### config.mk
export PLATFORM = sky130hd
export DESIGN_NAME = programmable_bmu
export DESIGN_NICKNAME = d
export VERILOG_FILES = /design/src/rtl/bmu_pkg.sv /design/src/rtl/bmu_cw_table.sv /design/src/rtl/bmu_lane.sv /design/src/rtl/programmable_bmu.sv
export SDC_FILE = /design/constraint.sdc
export NUM_CORES = 2
export LEC_CHECK = 0
export ABC_AREA = 1
export BUFFER_PORTS_ARGS = -buffer_cell sky130_fd_sc_hd__clkbuf_2
export CORE_MARGIN = 4
export CORE_UTILIZATION = 35
export CTS_BUF_LIST = sky130_fd_sc_hd__clkbuf_4 sky130_fd_sc_hd__clkbuf_8
export CTS_CLUSTER_SIZE = 14
export DETAILED_ROUTE_END_ITERATION = 7
export GPL_TIMING_DRIVEN = 0
export MAX_ROUTING_LAYER = met4
export PLACE_DENSITY_LB_ADDON = 0.2
export SLEW_MARGIN = 15
export SYNTH_ARGS = -nofsm -noshare
export SYNTH_HDL_FRONTEND = slang
export SYNTH_SLANG_ARGS = --single-unit
### constraint.sdc
create_clock -name clk -period 4.75 [get_ports clk]
set_input_delay 0.2375 -clock clk [delete_from_list [all_inputs] [get_ports clk]]
set_output_delay 0.2375 -clock clk [all_outputs]
set_load 0.05 [all_outputs]
### src/rtl/bmu_pkg.sv
package bmu_pkg;

    localparam int CW_BITS = 3;
    localparam int MW      = 2;
    localparam int KW      = 4;
    localparam int MIN_K   = 3;

    typedef struct packed {
        logic [MW-1:0] same;
        logic [MW-1:0] flip;
    } bm_pair_t;

    function automatic logic [MW-1:0] ones3(input logic [CW_BITS-1:0] x);
        return {1'b0, x[0]} + {1'b0, x[1]} + {1'b0, x[2]};
    endfunction

endpackage

### src/rtl/bmu_cw_table.sv
module bmu_cw_table #(
    parameter int DEPTH = 128,
    parameter int AW    = 7,
    parameter int CW    = 3
) (
    input  logic                  clk,
    input  logic                  rst,
    input  logic                  we,
    input  logic [AW-1:0]         waddr,
    input  logic [CW-1:0]         wdata,
    output logic [DEPTH*CW-1:0]   entries
);
    logic [CW-1:0] mem [DEPTH];

    always_ff @(posedge clk) begin
        if (rst) begin
            for (int i = 0; i < DEPTH; i++) mem[i] <= '0;
        end else if (we) begin
            mem[waddr] <= wdata;
        end
    end

    for (genvar g = 0; g < DEPTH; g++) begin : g_out
        assign entries[g*CW +: CW] = mem[g];
    end
endmodule

### src/rtl/bmu_lane.sv
module bmu_lane
    import bmu_pkg::*;
(
    input  logic [CW_BITS-1:0] rx_bits,
    input  logic [CW_BITS-1:0] codeword,
    input  logic [CW_BITS-1:0] keep_mask,
    output bm_pair_t           pair
);
    always_comb begin
        pair.same = ones3((rx_bits ^ codeword) & keep_mask);
        pair.flip = ones3((rx_bits ^ ~codeword) & keep_mask);
    end
endmodule

### src/rtl/programmable_bmu.sv
module programmable_bmu
    import bmu_pkg::*;
#(
    parameter int MAX_K = 9
) (
    input  logic                               clk,
    input  logic                               rst,
    input  logic                               cfg_we,
    input  logic [MAX_K-3:0]                   cfg_addr,
    input  logic [CW_BITS-1:0]                 cfg_data,
    input  logic                               rx_valid,
    input  logic [CW_BITS-1:0]                 rx_bits,
    input  logic [KW-1:0]                      k_len,
    input  logic                               rate_third,
    output logic                               out_valid,
    output logic [(1<<(MAX_K-2))-1:0]          lane_valid,
    output logic [(1<<(MAX_K-2))*MW-1:0]       bm_same,
    output logic [(1<<(MAX_K-2))*MW-1:0]       bm_flip
);
    localparam int AW = MAX_K - 2;
    localparam int NB = 1 << AW;

    logic [NB*CW_BITS-1:0] entries;
    logic [KW-1:0]         k_eff;
    logic [AW:0]           active_lim;
    logic [NB-1:0]         active;
    logic [CW_BITS-1:0]    keep_mask;
    bm_pair_t              pair_c [NB];

    bmu_cw_table #(.DEPTH(NB), .AW(AW), .CW(CW_BITS)) table_i (
        .clk     (clk),
        .rst     (rst),
        .we      (cfg_we),
        .waddr   (cfg_addr),
        .wdata   (cfg_data),
        .entries (entries)
    );

    always_comb begin
        if (k_len < KW'(MIN_K))      k_eff = KW'(MIN_K);
        else if (k_len > KW'(MAX_K)) k_eff = KW'(MAX_K);
        else                         k_eff = k_len;
        active_lim = (AW+1)'(1) << (k_eff - KW'(2));
        keep_mask  = rate_third ? 3'b111 : 3'b011;
    end

    for (genvar g = 0; g < NB; g++) begin : g_lane
        localparam logic [AW:0] IDX = (AW+1)'(g);
        assign active[g] = (IDX < active_lim);
        bmu_lane lane_i (
            .rx_bits   (rx_bits),
            .codeword  (entries[g*CW_BITS +: CW_BITS]),
            .keep_mask (keep_mask),
            .pair      (pair_c[g])
        );
    end

    always_ff @(posedge clk) begin
        if (rst) begin
            out_valid  <= 1'b0;
            lane_valid <= '0;
            bm_same    <= '0;
            bm_flip    <= '0;
        end else begin
            out_valid <= rx_valid;
            for (int i = 0; i < NB; i++) begin
                if (rx_valid && active[i]) begin
                    lane_valid[i]          <= 1'b1;
                    bm_same[i*MW +: MW]    <= pair_c[i].same;
                    bm_flip[i*MW +: MW]    <= pair_c[i].flip;
                end else begin
                    lane_valid[i]          <= 1'b0;
                    bm_same[i*MW +: MW]    <= '0;
                    bm_flip[i*MW +: MW]    <= '0;
                end
            end
        end
    end
endmodule

==> flow_metrics.py <==
metrics = {
    "grt": {
        "grt_pass1_wl_mm": 231,
        "grt_max_degree": 17,
        "first_global_vias": 31778,
        "antenna_found_initial": 13,
        "grt.overflow.total": 0,
        "grt_use_total_pct": 26.2,
    },
    "logic_synthesis": {
        "syn_inst": 4378,
        "synth_seq_cells": 1024,
        "syn_area_um2": 43700,
        "ys.warnings.count": 0,
        "yosys.cell_types.count": 31,
        "ys_seq_area_share_pct": 55.7,
        "syn_area_per_cell_um2": 9.98,
        "yosys_most_used_dff": "dfxtp_1",
        "synthArstFlopShare_pct": 0,
        "synth_edf_count": 384,
        "syn_nets": 4657,
    },
    "cells_and_area": {
        "syn_to_final_growth_pct": 21.4,
        "final_common_cell": "nor2_1",
        "final_cell_mix": "nor2_1 (1150), inv_1 (971), clkbuf_2 (681), dfxtp_1 (640), edfxtp_1 (384)",
        "fin_cells": 7014,
        "post-route-cell-area_um2": 53100,
        "postLayoutCoreUtil_pct": 42.9,
        "fin_nets": 5508,
        "drive_gt1_share_pct": 21.5,
        "fill_cells": 12257,
    },
    "floorplanning": {
        "die_x_um": 361,
        "fp-row-count": 129,
        "die_y_um": 361,
        "start_util_pct": 35.3,
        "ioPinCount": 663,
        "die-area_um2": 131000,
        "core_area_um2": 124000,
    },
    "placement": {
        "place_area_um2": 49100,
        "dp.cells": 6673,
        "portBuffers": 656,
        "hpwl_mm": 123,
        "place_congestion": 0.904,
    },
    "clocking": {
        "tritoncts": "yes",
        "clk_pin_slew_ps": 60,
        "tritoncts.num_buffers": 175,
        "h-tree-depth": 4,
        "insertion_delay_ps": 910,
        "cts_sinks": 1024,
        "clock_path_buffers": 3,
        "cts-root-buf": "clkbuf_8",
    },
    "critical_path": {
        "arrival_ps": 4520,
        "worst-endpoint-required_ps": 5440,
        "startpoint_type": "primary input",
        "crit_type": "in2reg",
        "crit_path_end_kind": "flop",
        "worstPathMaxFanout": 10,
    },
    "worst_hold_path": {
        "worst_hold_path_type": "in2reg",
    },
    "sta": {
        "grt_setup_unrepaired": "false",
        "max_freq_mhz": 261,
        "finalHoldViolCount": 0,
        "fin_skew_ps": 35.2,
        "finalSetupViolations": 0,
        "slew_headroom_pct": 14.6,
        "fin_crit_ps": 3830,
        "setup_tns_ps": 0,
        "tightest_slew_ps": 1270,
        "post-route-period-util_pct": 80.6,
        "drv_slew": 0,
    },
    "routing": {
        "wl_per_cell_um": 23.9,
        "drt_pass1_iterations": 6,
        "drt_iter0_drc": 2749,
        "vias": 31359,
        "drc": 0,
        "wirelength_mm": 168,
        "viasPerCell": 4.47,
        "antenna_left": 0,
    },
    "power_and_ir_drop": {
        "ir_drop_mv": 0.282,
        "switching_power_mw": 6.35,
        "p_clk_share_pct": 39.7,
        "seq_power_share_pct": 44.3,
        "power_frac_comb_pct": 15.9,
        "cellLeakagePower_nw": 26.5,
        "powerDensity_nw_per_um2": 406,
        "switching_share_pct": 29.5,
        "intPower_mw": 15.2,
    },
    "run_status": {
        "outcome": "complete, no violations",
    },
    "job": {
        "drv_cap": 0,
    },
}
worst paths after layout:
check | from | end | slack, ps | cells after the start
max | rst | bm_same[128] | 920 | 9
min | cfg_addr[3] | table_i.mem[45][1] | 110 | 7
max reg2reg | table_i.mem[64][2] | bm_same[128] | 2450 | 5
min reg2reg | table_i.mem[10][1] | bm_flip[21] | 810 | 5
cell type report:
type,instances,area (um2),share of cell area (%)
Antenna cell,10,25.0,0.0472
Buffer,214,1010,1.91
Clock buffer,265,3250,6.13
Clock inverter,50,503,0.948
Inverter,981,3680,6.94
Multi-Input combinational cell,2159,14700,27.7
Sequential cell,1024,24300,45.9
Tap cell,1637,2050,3.86
Timing Repair Buffer,674,3490,6.57
synth_stat cells (all sizes together), types with 10 or more instances:
cell | count | area [um2]
dfxtp | 640 | 12800
xnor2 | 205 | 1800
clkbuf | 109 | 409
nor2 | 1173 | 4490
xor2 | 179 | 1570
edfxtp | 384 | 11500
nand2 | 281 | 1210
buf | 105 | 569
inv | 980 | 3680
fa | 256 | 5120
a21oi | 10 | 50.1
a21boi | 32 | 240
worst max-delay path: stages:
cell           delay, ps
dlygate4sd3_1        540
clkbuf_2             110
inv_2                170
nand2_2              130
dlygate4sd3_1        680
nor2_2               410
nand2_1              580
clkbuf_1             590
a21boi_0            1060
layer usage:
metal | vias up | part of all wire (%) | wire length, um | GRT usage [%]
met5 | - | 0 | 0 | -
met4 | 0 | 2.9 | 4790 | 7.77
met3 | 257 | 7.7 | 13000 | 5.49
met2 | 1354 | 48 | 80900 | 43.3
met1 | 15400 | 41 | 69000 | 32.5
li1 | 14348 | - | - | -
registers in the layout, indices dropped and copies added (netlist names):
| signal | cells |
|---|---|
| lane_valid | 127 |
| bm_same | 256 |
| bm_flip | 256 |
| table_i.mem | 384 |
| out_valid | 1 |
power groups by stage:
stage | registers, mW | clock network [mW] | logic (mW)
2_1_floorplan | 10.2 | 0 | 1.71
3_3_place_gp | 9.73 | 0 | 3.39
4_1_cts | 9.55 | 8.71 | 3.45
3_5_place_dp | 9.74 | 0 | 3.42
5_1_grt | 9.57 | 9.11 | 3.77
6_report | 9.55 | 8.55 | 3.43
per-stage QoR:
| stage | hold WS, ps | power, mW | setup WS [ps] |
|---|---|---|---|
| after floorplan | 424 | 12.0 | 2950 |
| after global placement | 603 | 13.1 | 483 |
| after detailed placement | 621 | 13.2 | 918 |
| after CTS | 4.93 | 21.7 | 931 |
| after global routing | 104 | 22.5 | 895 |
| final | 114 | 21.5 | 921 |
cells by family (layout without fill, tap and decap cells):
group	Yosys count	in the layout	share of synthesized area, %
other cells	0	10	0
fa+ha+maj	257	257	11.8
buf+inv	1195	2184	10.7
compound gates	44	44	0.693
flops	1024	1024	55.7
xor+xnor	384	384	7.70
simple gates	1474	1474	13.5
what timing repair did:
action	in CTS	in global routing
setup buffers	0	0
gates resized for setup	0	0
hold buffers	16	0
endpoints found under the setup margin	0	0
hold endpoints to repair	230	0
(Power assumes the default switching activity.)
